<file path="config.mk">
export PLATFORM = sky130hd
export DESIGN_NAME = fetch_exec_seq
export DESIGN_NICKNAME = d
export VERILOG_FILES = /design/src/rtl/fes_pkg.sv /design/src/rtl/fes_run_flag.sv /design/src/rtl/fes_pc_ir.sv /design/src/rtl/fes_field_split.sv /design/src/rtl/fetch_exec_seq.sv
export SDC_FILE = /design/constraint.sdc
export NUM_CORES = 1
export LEC_CHECK = 0
export BUFFER_PORTS_ARGS = -buffer_cell sky130_fd_sc_hd__buf_4
export CAP_MARGIN = 20
export CELL_PAD_IN_SITES_DETAIL_PLACEMENT = 1
export CELL_PAD_IN_SITES_GLOBAL_PLACEMENT = 1
export CORE_MARGIN = 5
export CORE_UTILIZATION = 30
export DETAILED_ROUTE_END_ITERATION = 16
export PLACE_DENSITY = 0.72
export SLEW_MARGIN = 10
export SYNTH_ARGS = -nofsm -noshare
export SYNTH_HDL_FRONTEND = slang
export SYNTH_SLANG_ARGS = --single-unit
</file>
<file path="constraint.sdc">
create_clock -name clk -period 5.1 [get_ports clk]
set_input_delay 1.02 -clock clk [delete_from_list [all_inputs] [get_ports clk]]
set_output_delay 1.02 -clock clk [all_outputs]
set_load 0.02 [all_outputs]
</file>
<file path="src/rtl/fes_pkg.sv">
package fes_pkg;
  typedef enum logic [1:0] {
    PH_IDLE  = 2'd0,
    PH_FETCH = 2'd1,
    PH_LOAD  = 2'd2,
    PH_EXEC  = 2'd3
  } phase_t;

  localparam int OP_W  = 5;
  localparam int REG_W = 5;
  localparam int C1_W  = 22;
  localparam int C2_W  = 17;
  localparam int C3_W  = 12;
  localparam int WORD_W = 32;

  localparam logic [OP_W-1:0] OPC_NOP  = 5'd0;
  localparam logic [OP_W-1:0] OPC_HALT = 5'd31;
endpackage

</file>
<file path="src/rtl/fes_run_flag.sv">
module fes_run_flag (
  input  logic clk,
  input  logic rst,
  input  logic start,
  input  logic halt_req,
  output logic run
);
  always_ff @(posedge clk) begin
    if (rst)                run <= 1'b0;
    else if (!run && start) run <= 1'b1;
    else if (halt_req)      run <= 1'b0;
  end

  AST_RUN_SET_BY_START: assert property (@(posedge clk) disable iff (rst)
    $rose(run) |-> $past(start));
  AST_RUN_CLEAR_BY_HALT: assert property (@(posedge clk) disable iff (rst)
    $fell(run) |-> $past(halt_req));
endmodule

</file>
<file path="src/rtl/fes_pc_ir.sv">
module fes_pc_ir #(
  parameter int XLEN = 32
) (
  input  logic            clk,
  input  logic            rst,
  input  logic            capture,
  input  logic [XLEN-1:0] word_in,
  input  logic            jump,
  input  logic [XLEN-1:0] jump_pc,
  output logic [XLEN-1:0] pc,
  output logic [XLEN-1:0] ir
);
  localparam logic [XLEN-1:0] STEP = XLEN'(4);

  always_ff @(posedge clk) begin
    if (rst) begin
      pc <= '0;
      ir <= '0;
    end else if (capture) begin
      ir <= word_in;
      pc <= pc + STEP;
    end else if (jump) begin
      pc <= jump_pc;
    end
  end

  AST_PC_STEP: assert property (@(posedge clk) disable iff (rst)
    $past(capture) |-> pc == $past(pc) + STEP);
  AST_IR_HOLD: assert property (@(posedge clk) disable iff (rst)
    !$past(capture) |-> $stable(ir));
  AST_PC_JUMP: assert property (@(posedge clk) disable iff (rst)
    $past(jump) |-> pc == $past(jump_pc));
endmodule

</file>
<file path="src/rtl/fes_field_split.sv">
module fes_field_split
  import fes_pkg::*;
(
  input  logic [WORD_W-1:0] word,
  output logic [OP_W-1:0]   op,
  output logic [REG_W-1:0]  ra,
  output logic [REG_W-1:0]  rb,
  output logic [REG_W-1:0]  rc,
  output logic [C1_W-1:0]   c1,
  output logic [C2_W-1:0]   c2,
  output logic [C3_W-1:0]   c3
);
  always_comb begin
    op = word[31:27];
    ra = word[26:22];
    rb = word[21:17];
    rc = word[16:12];
    c1 = word[21:0];
    c2 = word[16:0];
    c3 = word[11:0];
  end
endmodule

</file>
<file path="src/rtl/fetch_exec_seq.sv">
module fetch_exec_seq
  import fes_pkg::*;
#(
  parameter int XLEN    = 32,
  parameter int IMEM_AW = 10
) (
  input  logic               clk,
  input  logic               rst,
  input  logic               start,
  output logic               running,
  output logic               imem_rd,
  output logic [IMEM_AW-1:0] imem_addr,
  input  logic [XLEN-1:0]    imem_rdata,
  output logic               exec_valid,
  output logic [4:0]         f_op,
  output logic [4:0]         f_ra,
  output logic [4:0]         f_rb,
  output logic [4:0]         f_rc,
  output logic [21:0]        f_c1,
  output logic [16:0]        f_c2,
  output logic [11:0]        f_c3,
  output logic [XLEN-1:0]    pc,
  input  logic               exec_done,
  input  logic               pc_load,
  input  logic [XLEN-1:0]    pc_value
);
  phase_t          phase;
  logic [XLEN-1:0] ir;
  logic            in_exec, is_nop, is_halt, halt_req, capture, jump, accept;

  assign in_exec  = (phase == PH_EXEC);
  assign is_nop   = (f_op == OPC_NOP);
  assign is_halt  = (f_op == OPC_HALT);
  assign halt_req = in_exec && is_halt;
  assign capture  = (phase == PH_LOAD);
  assign accept   = exec_valid && exec_done;
  assign jump     = accept && pc_load;

  assign exec_valid = in_exec && !is_nop && !is_halt;
  assign imem_rd    = (phase == PH_FETCH);
  assign imem_addr  = pc[IMEM_AW+1:2];

  always_ff @(posedge clk) begin
    if (rst) phase <= PH_IDLE;
    else begin
      unique case (phase)
        PH_IDLE:  if (start) phase <= PH_FETCH;
        PH_FETCH: phase <= PH_LOAD;
        PH_LOAD:  phase <= PH_EXEC;
        PH_EXEC: begin
          if (is_halt)                phase <= PH_IDLE;
          else if (is_nop || accept)  phase <= PH_FETCH;
        end
        default:  phase <= PH_IDLE;
      endcase
    end
  end

  fes_run_flag u_run (
    .clk      (clk),
    .rst      (rst),
    .start    (start),
    .halt_req (halt_req),
    .run      (running)
  );

  fes_pc_ir #(.XLEN(XLEN)) u_pc_ir (
    .clk     (clk),
    .rst     (rst),
    .capture (capture),
    .word_in (imem_rdata),
    .jump    (jump),
    .jump_pc (pc_value),
    .pc      (pc),
    .ir      (ir)
  );

  fes_field_split u_split (
    .word (ir[WORD_W-1:0]),
    .op   (f_op),
    .ra   (f_ra),
    .rb   (f_rb),
    .rc   (f_rc),
    .c1   (f_c1),
    .c2   (f_c2),
    .c3   (f_c3)
  );

  AST_STROBE_NEEDS_RUN: assert property (@(posedge clk) disable iff (rst)
    imem_rd |-> running);
  AST_STROBE_ONE_CYCLE: assert property (@(posedge clk) disable iff (rst)
    imem_rd |=> !imem_rd);
  AST_EXEC_NO_FETCH: assert property (@(posedge clk) disable iff (rst)
    exec_valid |-> !imem_rd);
  AST_FETCH_AFTER_DONE: assert property (@(posedge clk) disable iff (rst)
    (exec_valid && exec_done) |=> imem_rd);
  AST_NOP_ONE_CYCLE: assert property (@(posedge clk) disable iff (rst)
    (in_exec && is_nop) |=> imem_rd);
  AST_HALT_STOPS: assert property (@(posedge clk) disable iff (rst)
    (in_exec && is_halt) |=> (!running && !imem_rd));
  AST_START_IGNORED_RUNNING: assert property (@(posedge clk) disable iff (rst)
    (running && start && !halt_req) |=> running);
endmodule

</file>
==> impl_metrics.py <==
metrics = {
    "timing": {
        "setup_violations": 0,
        "skew_ns": 0.00648,
        "max_freq_mhz": 342,
        "rsz0062_at_grt": "no",
        "tns_ns": 0,
        "slew_headroom": 0.377,
        "layout_setup_ws_ns": 2.17,
        "period_needed_ns": 2.93,
        "finalMaxSlewViolations": 0,
        "hold_viol": 0,
        "tightest_slew_ns": 0.934,
        "period_share": 0.574,
    },
    "synthesis": {
        "synth_edf_count": 0,
        "syn_area_per_cell_um2": 8.92,
        "synth_seq_cells": 67,
        "yosys.area.top_type": "dfxtp_1",
        "synth.most_common_cell": "dfxtp_1",
        "synth_top_area_share": 0.376,
        "synth_area_leaders": "dfxtp_1 (38%), mux2i_1 (11%), buf_4 (11%), nor2_1 (5.5%), nand4_1 (3.0%)",
        "synthArstFlopShare": 0,
        "synth_nets": 474,
        "synth.distinct_cells": 47,
        "seq_area_frac_synth": 0.376,
        "synthFlopType": "dfxtp_1",
        "yosys_warnings": 0,
        "syn-cell-area_um2": 3570,
        "syn_inst": 400,
        "synth_common_cells": "dfxtp_1 (67), nor2_1 (52), buf_4 (50)",
    },
    "critical_path": {
        "r2r-end": "u_pc_ir.pc[11]$_SDFFE_PP0P_",
        "cp_slowest_cell": "or3_1",
        "start_kind": "register",
        "worstPathRequired_ns": 5.35,
        "criticalPathCategory": "register to register",
        "endpoint_kind": "register",
        "max_stage_delay_ns": 0.74,
        "ff2ff_path_depth": 7,
        "cp.buffers_inverters": 2,
        "r2r-start": "phase[0]$_SDFFE_PP0P_",
        "path_cells": "inv_1 > ha_2 > buf_4 > nand3b_1 > or3_1 > o211ai_1 > a31oi_1",
        "path_max_fanout": 28,
        "crit_family": "simple AND/OR/NAND/NOR gates",
        "critical_path_arrival_ns": 3.18,
        "rrSetupSlack_ns": 2.17,
    },
    "die": {
        "pin_count": 185,
        "die_w_um": 119,
        "rows": 39,
        "fp.dieH_um": 119,
        "design.core.area_um2": 11500,
        "initial_core_util": 0.310,
        "die_area_um2": 14200,
    },
    "clock_network": {
        "postCtsSetupBuffers": 0,
        "cts_root_buffer": "clkbuf_16",
        "cts.path.max_buffers": 2,
        "cts_max_level": 3,
        "cts_tree": "done",
        "cts-buffers-inserted": 9,
        "cts_resized": 0,
        "cts.sinks": 67,
        "clkLatencyLatePin_ns": 0.33,
        "hold_buffers": 0,
        "path_clk_slew_ns": 0.06,
    },
    "finish": {
        "area_growth_pct": 39.2,
        "drive_gt1_frac": 0.403,
        "ff_latch_area_um2": 1340,
        "fin_nets": 605,
        "n_fill_cell": 1367,
        "antenna_cells": 0,
        "multi_input_area_um2": 1730,
    },
    "drt": {
        "vias": 3371,
        "post_drt_via_cell_ratio": 4.96,
        "wl_met2_um": 5610,
        "wl_met3_um": 1220,
        "wirelength_um": 11600,
        "postRouteAntennaNets": 0,
        "drt-initial-drc-count": 89,
        "first_pass_iters": 4,
        "wl_met1_um": 4560,
        "route.top_layer_used": "met4",
        "wire_per_inst_um": 17.0,
        "remaining_drc_errors": 0,
    },
    "place": {
        "numPortBuffers": 184,
        "dp_slack_ns": 2.12,
        "dpl.hpwl_um": 8890,
        "gp_congestion": 0.743,
    },
    "global_routing": {
        "track_usage": 0.160,
        "grt_max_degree": 67,
        "grt_pass1_vias": 3709,
        "grt_pass1_wl_um": 18600,
        "antenna_found_initial": 0,
        "grt_overflow": 0,
    },
    "power_and_ir_drop": {
        "p_leak_nw": 2.07,
        "power_density_nw_per_um2": 428,
        "ir_drop_v": 0.000192,
    },
    "hold_path": {
        "whs_endpoint": "u_pc_ir.pc[1]$_SDFFE_PP0P_",
        "hold_path.class": "register to register",
        "hold_depth": 2,
        "hp-start": "u_pc_ir.pc[1]$_SDFFE_PP0P_",
    },
    "run": {
        "drv_cap": 0,
    },
    "run_status": {
        "status": "complete, no violations",
    },
}
==> how the worst max path moves through the flow <==
stage / startpoint / end / slack [ns] / depth (start not counted)
3_3_place_gp: phase[0]$_SDFFE_PP0P_ / u_pc_ir.pc[17]$_SDFFE_PP0P_ / 2.25 / 7
4_1_cts: phase[0]$_SDFFE_PP0P_ / u_pc_ir.pc[11]$_SDFFE_PP0P_ / 2.12 / 7
2_1_floorplan: u_pc_ir.ir[27]$_SDFFE_PP0P_ / exec_valid / 2.88 / 3
6_report: phase[0]$_SDFFE_PP0P_ / u_pc_ir.pc[11]$_SDFFE_PP0P_ / 2.17 / 7
3_5_place_dp: phase[0]$_SDFFE_PP0P_ / u_pc_ir.pc[11]$_SDFFE_PP0P_ / 2.12 / 7
5_1_grt: phase[0]$_SDFFE_PP0P_ / u_pc_ir.pc[11]$_SDFFE_PP0P_ / 1.90 / 7
==> cell families (layout without fill, tap and decap cells) <==
logic type | count (synthesis) | after routing | synth area share
flops | 67 | 67 | 0.376
fa+ha+maj | 5 | 5 | 0.0175
compound gates | 52 | 52 | 0.114
buf+inv | 78 | 214 | 0.140
xor+xnor | 15 | 15 | 0.0368
mux | 40 | 40 | 0.112
simple gates | 143 | 143 | 0.204
==> area by class of cell <==
cell class / instances / area share
Timing Repair Buffer: 186 / 0.281
Tap cell: 143 / 0.0360
Sequential cell: 67 / 0.270
Multi-Input combinational cell: 255 / 0.348
Clock buffer: 14 / 0.0532
Inverter: 12 / 0.00907
Clock inverter: 2 / 0.00202
==> routing by layer <==
| layer | vias up | track usage |
|---|---|---|
| met2 | 138 | 0.273 |
| met5 | - | 0 |
| met3 | 11 | 0.0749 |
| li1 | 1626 | - |
| met4 | 0 | 0.0442 |
| met1 | 1596 | 0.180 |
==> placed cells by master, fill, tap and decap left out, types with 8 or more instances in the layout <==
cell type / count
xnor2_1: 8
nor3_1: 12
nand4_1: 17
dfxtp_1: 67
nor2_1: 52
a21oi_1: 13
nand3_1: 18
mux2i_1: 40
buf_4: 186
inv_1: 12
nand2_1: 18
clkbuf_16: 9
==> power by group <==
group,leakage (nW),internal (mW),total (mW),switching (mW)
sequential,0.543,0.606,0.703,0.0971
clock,0.137,0.354,0.577,0.223
combinational,1.39,0.379,0.844,0.465
==> through the flow <==
| step | hold slack [ns] | power, mW | instances | util | instance area [um^2] |
|---|---|---|---|---|---|
| 2_1_floorplan | 0.514 | 1.31 | 400 | - | 3570 |
| 3_3_place_gp | 0.448 | 1.55 | 663 | 0.407 | 4690 |
| 3_5_place_dp | 0.465 | 1.58 | 663 | 0.407 | 4690 |
| 4_1_cts | 0.473 | 2.16 | 679 | 0.431 | 4970 |
| 5_1_grt | 0.498 | 2.26 | 679 | 0.431 | 4970 |
| 6_report | 0.469 | 2.12 | 679 | 0.431 | 4970 |
==> flip-flops by register name, indices dropped and copies added, names as in the netlist <==
name and count:
u_pc_ir.pc 32, phase 2, u_pc_ir.ir 32, u_run.run 1
==> tightest hold or removal path, stage by stage, from the launching register on <==
cell	delay, ns
dfxtp_1	0.31
nand2_1	0.06
a21oi_1	0.05
Note: power is estimated with default switching activity, not from simulation.
